**src/rtl/xdac_pkg.sv**
```systemverilog
package xdac_pkg;

  typedef enum logic [1:0] {
    PORT_MASK = 2'd0,
    PORT_RIDX = 2'd1,
    PORT_WIDX = 2'd2,
    PORT_DATA = 2'd3
  } port_e;

  typedef enum logic [1:0] {
    DEPTH_8  = 2'd0,
    DEPTH_15 = 2'd1,
    DEPTH_16 = 2'd2,
    DEPTH_24 = 2'd3
  } depth_e;

  typedef enum logic [2:0] {
    RSEL_MASK  = 3'd0,
    RSEL_CMD   = 3'd1,
    RSEL_IDXLO = 3'd2,
    RSEL_IDXHI = 3'd3,
    RSEL_EXT   = 3'd4,
    RSEL_NONE  = 3'd5
  } rsel_e;

  typedef struct packed {
    logic  wrMask;
    logic  wrCmd;
    logic  wrIdxLo;
    logic  wrIdxHi;
    logic  wrExt;
    logic  stepIdx;
    logic  evalDepth;
    rsel_e rdSel;
  } dpCtl_t;

  localparam logic [7:0] ID_AT0   = 8'h44;
  localparam logic [7:0] ID_AT1   = 8'h03;
  localparam logic [7:0] ID_AT7   = 8'h88;
  localparam logic [7:0] OUT_FILL = 8'hFF;
  localparam logic [7:0] EVAL_BITS = 8'hE8;

  function automatic logic [2:0] readStep(input logic [2:0] c, input logic longRun);
    if (longRun) return (c == 3'd7) ? 3'd7 : c + 3'd1;
    return (c < 3'd4) ? c + 3'd1 : 3'd0;
  endfunction

  function automatic logic [2:0] writeStep(input logic [2:0] c);
    case (c)
      3'd5:       return 3'd6;
      3'd6, 3'd7: return 3'd7;
      default:    return 3'd0;
    endcase
  endfunction

  function automatic depth_e decodeDepth(input logic [7:0] cmd, input logic [7:0] r3);
    if (cmd[3]) begin
      case (r3)
        8'd1, 8'd2, 8'd8: return DEPTH_15;
        8'd3, 8'd6:       return DEPTH_16;
        8'd4, 8'd9:       return DEPTH_24;
        default:          return DEPTH_8;
      endcase
    end
    case (cmd[7:5])
      3'd5:    return DEPTH_15;
      3'd6:    return DEPTH_16;
      3'd7:    return DEPTH_24;
      default: return DEPTH_8;
    endcase
  endfunction

endpackage

```
**src/rtl/xdac_ctrl.sv**
```systemverilog
module xdac_ctrl
  import xdac_pkg::*;
#(
  parameter int IDX_W = 16
) (
  input  logic             clk,
  input  logic             rstN,
  input  logic [1:0]       portSel,
  input  logic             rdStb,
  input  logic             wrStb,
  input  logic [7:0]       wrData,
  input  logic [7:0]       cmdCur,
  input  logic [IDX_W-1:0] idxCur,
  output dpCtl_t           ctl,
  output logic [2:0]       cnt
);

  logic rdOp, wrOp, onMask;

  assign rdOp   = rdStb & ~wrStb;
  assign wrOp   = wrStb & ~rdStb;
  assign onMask = (port_e'(portSel) == PORT_MASK);

  always_comb begin
    ctl       = '0;
    ctl.rdSel = RSEL_NONE;
    if (wrOp && onMask) begin
      case (cnt)
        3'd4:    ctl.wrCmd   = 1'b1;
        3'd5:    ctl.wrIdxLo = 1'b1;
        3'd6:    ctl.wrIdxHi = 1'b1;
        3'd7: begin
          ctl.wrExt   = 1'b1;
          ctl.stepIdx = 1'b1;
        end
        default: ctl.wrMask  = 1'b1;
      endcase
    end
    if (rdOp && onMask) begin
      case (cnt)
        3'd4:    ctl.rdSel = RSEL_CMD;
        3'd5:    ctl.rdSel = RSEL_IDXLO;
        3'd6:    ctl.rdSel = RSEL_IDXHI;
        3'd7: begin
          ctl.rdSel   = RSEL_EXT;
          ctl.stepIdx = 1'b1;
        end
        default: ctl.rdSel = RSEL_MASK;
      endcase
    end
    ctl.evalDepth = (ctl.wrCmd && (|((cmdCur ^ wrData) & EVAL_BITS)))
                 || (ctl.wrExt && cmdCur[3] && (idxCur == IDX_W'(3)));
  end

  always_ff @(posedge clk) begin
    if (!rstN) begin
      cnt <= 3'd0;
    end else if (rdOp || wrOp) begin
      if (!onMask)   cnt <= 3'd0;
      else if (rdOp) cnt <= readStep(cnt, cmdCur[4]);
      else           cnt <= writeStep(cnt);
    end
  end

endmodule

```
**src/rtl/xdac_dp.sv**
```systemverilog
module xdac_dp
  import xdac_pkg::*;
#(
  parameter int IDX_W    = 16,
  parameter int EXT_REGS = 256
) (
  input  logic             clk,
  input  logic             rstN,
  input  dpCtl_t           ctl,
  input  logic [7:0]       wrData,
  output logic [7:0]       rdData,
  output logic [7:0]       cmdReg,
  output logic [IDX_W-1:0] idxReg,
  output logic [1:0]       depthCode,
  output logic             depthChg
);

  localparam int AW = $clog2(EXT_REGS);

  logic [7:0] maskReg;
  logic [7:0] extRegs [EXT_REGS];
  logic       idxInRange;
  logic [7:0] extRead;
  logic [7:0] cmdNext, r3Next;

  assign idxInRange = (idxReg < IDX_W'(EXT_REGS));

  always_comb begin
    if (idxReg == IDX_W'(0))      extRead = ID_AT0;
    else if (idxReg == IDX_W'(1)) extRead = ID_AT1;
    else if (idxReg == IDX_W'(7)) extRead = ID_AT7;
    else if (idxInRange)          extRead = extRegs[idxReg[AW-1:0]];
    else                          extRead = OUT_FILL;
  end

  always_comb begin
    case (ctl.rdSel)
      RSEL_MASK:  rdData = maskReg;
      RSEL_CMD:   rdData = cmdReg;
      RSEL_IDXLO: rdData = idxReg[7:0];
      RSEL_IDXHI: rdData = idxReg[15:8];
      RSEL_EXT:   rdData = extRead;
      default:    rdData = 8'h00;
    endcase
  end

  assign cmdNext = ctl.wrCmd ? wrData : cmdReg;
  assign r3Next  = (ctl.wrExt && idxReg == IDX_W'(3)) ? wrData : extRegs[3];

  always_ff @(posedge clk) begin
    if (!rstN) begin
      maskReg   <= 8'h00;
      cmdReg    <= 8'h00;
      idxReg    <= '0;
      depthCode <= DEPTH_8;
      depthChg  <= 1'b0;
      for (int i = 0; i < EXT_REGS; i++) extRegs[i] <= 8'h00;
    end else begin
      depthChg <= ctl.evalDepth;
      if (ctl.evalDepth) depthCode <= decodeDepth(cmdNext, r3Next);
      if (ctl.wrMask)    maskReg <= wrData;
      if (ctl.wrCmd)     cmdReg  <= wrData;
      if (ctl.wrExt && idxInRange) extRegs[idxReg[AW-1:0]] <= wrData;
      if (ctl.wrIdxLo)      idxReg[7:0]  <= wrData;
      else if (ctl.wrIdxHi) idxReg[15:8] <= wrData;
      else if (ctl.stepIdx) idxReg       <= idxReg + IDX_W'(1);
    end
  end

endmodule

```
**src/rtl/xdac_regif.sv**
```systemverilog
module xdac_regif
  import xdac_pkg::*;
#(
  parameter int IDX_W    = 16,
  parameter int EXT_REGS = 256
) (
  input  logic       clk,
  input  logic       rstN,
  input  logic [1:0] portSel,
  input  logic       rdStb,
  input  logic       wrStb,
  input  logic [7:0] wrData,
  output logic [7:0] rdData,
  output logic [1:0] depthCode,
  output logic       depthChg
);

  dpCtl_t           ctl;
  logic [2:0]       unlockCnt;
  logic [7:0]       cmdVal;
  logic [IDX_W-1:0] idxVal;

  xdac_ctrl #(.IDX_W(IDX_W)) u_ctrl (
    .clk(clk), .rstN(rstN), .portSel(portSel), .rdStb(rdStb), .wrStb(wrStb),
    .wrData(wrData), .cmdCur(cmdVal), .idxCur(idxVal), .ctl(ctl), .cnt(unlockCnt)
  );

  xdac_dp #(.IDX_W(IDX_W), .EXT_REGS(EXT_REGS)) u_dp (
    .clk(clk), .rstN(rstN), .ctl(ctl), .wrData(wrData), .rdData(rdData),
    .cmdReg(cmdVal), .idxReg(idxVal), .depthCode(depthCode), .depthChg(depthChg)
  );

endmodule

```
**config.mk**
```make
export PLATFORM = sky130hd
export DESIGN_NAME = xdac_regif
export DESIGN_NICKNAME = d
export VERILOG_FILES = /design/src/rtl/xdac_pkg.sv /design/src/rtl/xdac_ctrl.sv /design/src/rtl/xdac_dp.sv /design/src/rtl/xdac_regif.sv
export SDC_FILE = /design/constraint.sdc
export NUM_CORES = 2
export LEC_CHECK = 0
export CAP_MARGIN = 10
export CORE_MARGIN = 8
export CORE_UTILIZATION = 40
export CTS_BUF_LIST = sky130_fd_sc_hd__clkbuf_4 sky130_fd_sc_hd__clkbuf_8
export CTS_CLUSTER_SIZE = 20
export DETAILED_ROUTE_END_ITERATION = 6
export HOLD_SLACK_MARGIN = 0.1
export SLEW_MARGIN = 5
export SYNTH_ARGS = -nofsm -noshare
export SYNTH_HDL_FRONTEND = slang
export SYNTH_SLANG_ARGS = --single-unit
```
**constraint.sdc**
```tcl
create_clock -name clk -period 4.1 [get_ports clk]
set_input_delay 1.025 -clock clk [delete_from_list [all_inputs] [get_ports clk]]
set_output_delay 1.025 -clock clk [all_outputs]
set_load 0.01 [all_outputs]
```
# == Yosys cells after proc, flatten, opt, wreduce, memory -nomap -nowiden ==
# Memories as Yosys holds them, arrays and structs flattened. A register that Yosys moved wholly into a read port is not among the register bits.
# Cells that the tools add are included.
# classes
mux,49
eq_ne,22
magnitude_cmp,2
n_addsub,2
n_reduce_logical,23
n_bitwise,6
# ops
op,n
8-bit 2-to-1 mux,13
8-bit case mux with 5 select lines,1
3-bit == test (second input constant),8
3-bit 2-to-1 mux,7
1-bit 2-to-1 mux,19
16-bit by 1-bit adder with 16-bit output (second input constant),1
16-bit by 1-bit == test with 1-bit output (second input constant),1
16-bit by 2-bit == test with 1-bit output (second input constant),1
16-bit by 3-bit == test with 1-bit output (second input constant),1
8-bit by 2-bit == test with 1-bit output (second input constant),2
8-bit by 3-bit == test with 1-bit output (second input constant),2
8-bit by 4-bit == test with 1-bit output (second input constant),2
16-bit logical NOT,1
16-bit by 9-bit less-than comparator with 1-bit output (second input constant),1
16-bit 2-to-1 mux,1
2-bit case mux with 3 select lines,2
3-bit case mux with 4 select lines,1
8-bit by 1-bit == test with 1-bit output (second input constant),1
4-bit OR reduction,2
8-bit OR reduction,1
8-bit XOR,1
1-bit logical AND,7
3-bit by 2-bit == test with 1-bit output (second input constant),2
2-bit 2-to-1 mux,3
other kinds (15),23
# word_totals
register_bits,38
inputBits,14
mem_bits_rw,2048
out_inout_bits,11
memories,1
wordCells,113
# mem_list
name,depth,word_bits,rd,rd_ports_with_merged_regs,wr,line,source
u_dp.extRegs,256,8,2,1,256,xdac_dp.sv:21,logic [7:0] extRegs [EXT_REGS];

# == Longest topological paths before layout ==
# logic_depth
depth_word,11
depth_mapped,13
depth_no_buf,9

# == Modules after synthesis ==
# From an unflattened synthesis, not the netlist that was laid out.
# unflattened
hier_cells,6624
area_unflattened_um2,97728.7
# by_module_without_submodules
mod,instances,area_per_inst_um2,seq_area_each_um2,cells_each
xdac_dp,1,97233.3,62359.8,6561
xdac_ctrl,1,495.5,60.1,63

# == Worst setup path before layout ==
# OpenSTA, ideal clock, no wires.
# synth_path
kind,in2out
startpoint,input port wrStb
endpoint,output port rdData[6]
path_stages,10
slack_ps,51
arrival_ps,3024
cell_sequence,inv_1 > ha_1 > or3b_1 > clkbuf_1 > nor4b_2 > a22o_1 > o31ai_1 > o311ai_1 > nor4_1 > a32oi_1
# synth_via
elab_chain_len,6
elab_cells_between_ends,10
cone_classes,4 x eq/ne; 2 x mux; 2 x bitwise; 2 x reduce/logical
# synth_lines
item,line,source
from (decl),xdac_regif.sv:11,"input logic wrStb,"
1-bit inverter *,xdac_ctrl.sv:20,assign rdOp = rdStb & ~wrStb;
1-bit bitwise AND *,xdac_ctrl.sv:20,
1-bit logical AND *,xdac_ctrl.sv:39,if (rdOp && onMask) begin
3-bit 2-to-1 mux *,xdac_ctrl.sv:39,
"3-bit == test, or another cell as far along",xdac_dp.sv:37,case (ctl.rdSel)
8-bit case mux with 5 select lines *,xdac_dp.sv:37,
to (decl),xdac_regif.sv:13,"output logic [7:0] rdData,"
# Mark *: on every way between the ends. The rest lies on a longest branch, timed or not.

==> flow_summary.json <==
{
  "status": "complete, but fails checks",
  "violations": "negative setup slack",
  "dp_hpwl_mm": 230,
  "floorplan.initialDensity_pct": 40.1,
  "yosys_most_used_dff": "edfxtp_1",
  "clk_latency_ns": 1.14,
  "worstPathRequired_ns": 3.07,
  "firstDrtPassIters": 6,
  "final-hold-violation-count": 0,
  "holdPathEnd": "u_dp.extRegs[15][3]",
  "clk_pin_slew_worst_paths_ns": 0.07,
  "drc": 0,
  "area_growth_pct": 22.6,
  "synth_warnings": 0,
  "crit_chain": "buf_6, buf_12, buf_8, buf_12, buf_16, buf_8, mux4_2, mux4_2, mux2i_1, buf_4, nor2_4, nor4_4, o41ai_2, bufbuf_16",
  "synth_nets": 6939,
  "cts_tree": "done",
  "worstSetupPathType": "flop to output port",
  "vias": 67600,
  "grt_pass1_vias": 66800,
  "portBuffers": 24,
  "regArea_sq_mm": 0.0624,
  "cts_root_buf": "clkbuf_8",
  "regToRegSetupSlack_ns": 0.84,
  "synth_seq_cells": 2094,
  "vias_per_cell": 5.92,
  "endpoint_kind": "output port",
  "multiInputGateArea_sq_mm": 0.0322,
  "cts_htree_levels": 5,
  "die_h_um": 509,
  "synth_edf_count": 2048,
  "worst_pin_slew_ns": 0.915,
  "slew_viol_final": 0,
  "io_pins": 25,
  "final.fill_count": 20500,
  "grt_pass1_wl_mm": 480,
  "antenna_found_initial": 15,
  "fin_crit_ns": 5.44,
  "numCtsBuffers": 371,
  "dpl_cell_area_sq_mm": 0.111,
  "grt_start_max_net_pins": 111,
  "layout-drive-gt1-share_pct": 32.4,
  "drt_iter0_markers": 8551,
  "critical_path.slowest_cell": "mux4_2",
  "worst_r2r_path_depth": 11,
  "worst_r2r_startpoint": "u_dp.idxReg[8]",
  "finalCritPeriodShare_pct": 133,
  "crit_fanout": 6,
  "dp_slack_ns": -1.62,
  "power.density_mw_per_mm2": 384,
  "yosysUniqueCellTypes": 84,
  "skew_ns": 0.0915,
  "ir_worst_vdd_uv": 302,
  "hp-class": "primary input to flop",
  "rsz0062_at_grt": "true",
  "gp_congestion": 0.992,
  "fin_ws_ns": -1.34,
  "ys_seq_area_share_pct": 64.1,
  "grtUsageTotal_pct": 25.3,
  "ant_nets": 0,
  "slew_headroom_pct": 38.9,
  "fin_area_sq_mm": 0.119,
  "wire_per_inst_um": 29.5,
  "rows": 181,
  "chipWidth_um": 509,
  "nets": 7972,
  "power_leakage_nw": 45.4,
  "hold_depth": 3,
  "power.total_mw": 45.8,
  "netlist_area_sq_mm": 0.0973,
  "setup_viol": 8,
  "avgSynthCellArea_sq_um": 14.1,
  "hp-start": "rstN",
  "crit_path_start_kind": "flop",
  "cts_hold_buf": 0,
  "clock-sinks": 2094,
  "die-area_sq_mm": 0.259,
  "slowest_delay_ns": 0.55,
  "coreArea_sq_mm": 0.243,
  "r2r-end": "u_dp.extRegs[80][5]",
  "cts_buffer_depth": 4,
  "maxCapViolations": 0,
  "syn_inst": 6915,
  "fmax_ghz": 0.184,
  "arrival_ns": 4.42,
  "utilization_pct": 49.2,
  "setup_tns_ns": -10.02,
  "overflow": 0,
  "async_reset_ff_share_pct": 0,
  "drt-total-wl_mm": 337
}
## logic make-up (layout without fill, tap and decap cells)
kind of cell / Yosys count / after routing / synth area share [%]
buffers and inverters: 783 / 2081 / 3.48
XOR/XNOR: 10 / 10 / 0.0900
adder cells (fa/ha/maj): 10 / 10 / 0.129
other: 0 / 9 / 0
AO/OA/AOI/OAI: 416 / 416 / 2.80
flip-flops: 2094 / 2094 / 64.1
AND/OR/NAND/NOR: 2936 / 2936 / 15.6
multiplexers: 666 / 666 / 13.8
## where the power goes
part / switching, mW / leakage, nW / internal, mW
registers: 0.293 / 20.3 / 24.4
logic: 1.32 / 21.4 / 0.816
clock network: 8.77 / 3.72 / 10.2
total: 10.4 / 45.4 / 35.4
## synth_stat cells, types with 4 or more instances
library cell	instances	area (sq um)
and3_1	1036	6480
o221ai_1	8	70.1
nor4_1	16	100
buf_4	24	180
buf_2	86	430
o21ai_0	151	756
ha_1	10	125
o211ai_1	7	52.6
buf_1	24	90.1
a211oi_1	25	188
mux2_2	24	270
inv_1	12	45.0
nand3_1	44	220
mux4_2	537	12100
a21oi_1	38	190
o31ai_1	5	37.5
mux2i_1	105	1050
nor2_1	716	2690
a22oi_1	36	270
or2_2	4	25.0
buf_6	27	304
nor3_1	83	415
nand2b_1	15	93.8
o2111ai_1	4	35.0
a311oi_1	4	35.0
nor2b_1	27	169
clkbuf_1	602	2260
nand4_1	16	100
o22ai_1	33	206
a211o_1	6	52.6
a22o_1	18	158
a31oi_1	11	68.8
and2_1	407	2550
xor2_1	7	61.3
nor3b_1	5	37.5
dfxtp_1	46	921
a2111oi_0	9	78.8
nand2_1	537	2020
o41ai_1	5	43.8
edfxtp_1	2048	61500
or4_1	7	52.6
a221oi_1	16	140
## final cells by class
| type | instances | area share [%] |
|---|---|---|
| repair buffers | 1427 | 11.4 |
| well taps | 3202 | 3.36 |
| diodes | 9 | 0.0189 |
| flip-flops and latches | 2094 | 52.3 |
| inverters | 16 | 0.0608 |
| clock buffers | 509 | 5.19 |
| multi-input cells | 4038 | 27.0 |
| clock inverters | 129 | 0.671 |
## how the worst max path moves through the flow
stage,endpoint,slack [ns],cells after the start
CTS,rdData[3],-1.43,11
detailed placement,rdData[1],-1.62,12
finish,rdData[3],-1.34,14
floorplan,rdData[6],0.05,10
global route,rdData[0],-1.42,14
global placement,rdData[1],-1.75,13
## cells in the final DEF (no fill, tap or decap), drive strengths merged, types with 83 or more instances in the layout
master / count
mux4: 537
and2: 408
o21ai: 153
nand2: 538
nor2: 717
clkinv: 115
edfxtp: 2048
clkbuf: 510
buf: 1414
and3: 1036
mux2i: 105
nor3: 83
## registers in the layout, summed over array words and instances (netlist names), named ones only
| register | flops |
|---|---|
| u_dp.cmdReg | 8 |
| u_dp.maskReg | 8 |
| u_dp.extRegs | 2048 |
| u_ctrl.cnt | 3 |
| u_dp.idxReg | 16 |
| u_dp.depthChg | 1 |
| u_dp.depthCode | 2 |
## timing repair
action                                  4_1_cts  5_1_grt
pin swaps                                    30       25
cloned                                        5        1
buffers inserted                             59       10
endpoints found under the setup margin        8        8
gates resized for setup                     122       53
## layer usage
metal | vias to the layer above | track usage (%) | part of all wire (%)
li1 | 28300 | - | -
met1 | 34700 | 34.0 | 39
met2 | 3964 | 39.9 | 46
met3 | 696 | 5.35 | 9.9
met4 | 2 | 11.3 | 5.0
met5 | - | 0 | 0.0039
## per-stage QoR
stage          cells  hold slack, ns
2_1_floorplan   6915           0.454
3_3_place_gp   10700           0.484
3_5_place_dp   10700           0.490
4_1_cts        11400           0.418
5_1_grt        11400           0.463
6_report       11400           0.504
## worst max-delay path, delay by kind of cell (launching register included)
family | cells | cell delay, ns
buf+inv | 8 | 1.24
simple gates | 2 | 0.39
flops | 1 | 0.37
compound gates | 1 | 0.14
mux | 3 | 1.18
(Power assumes the default switching activity.)
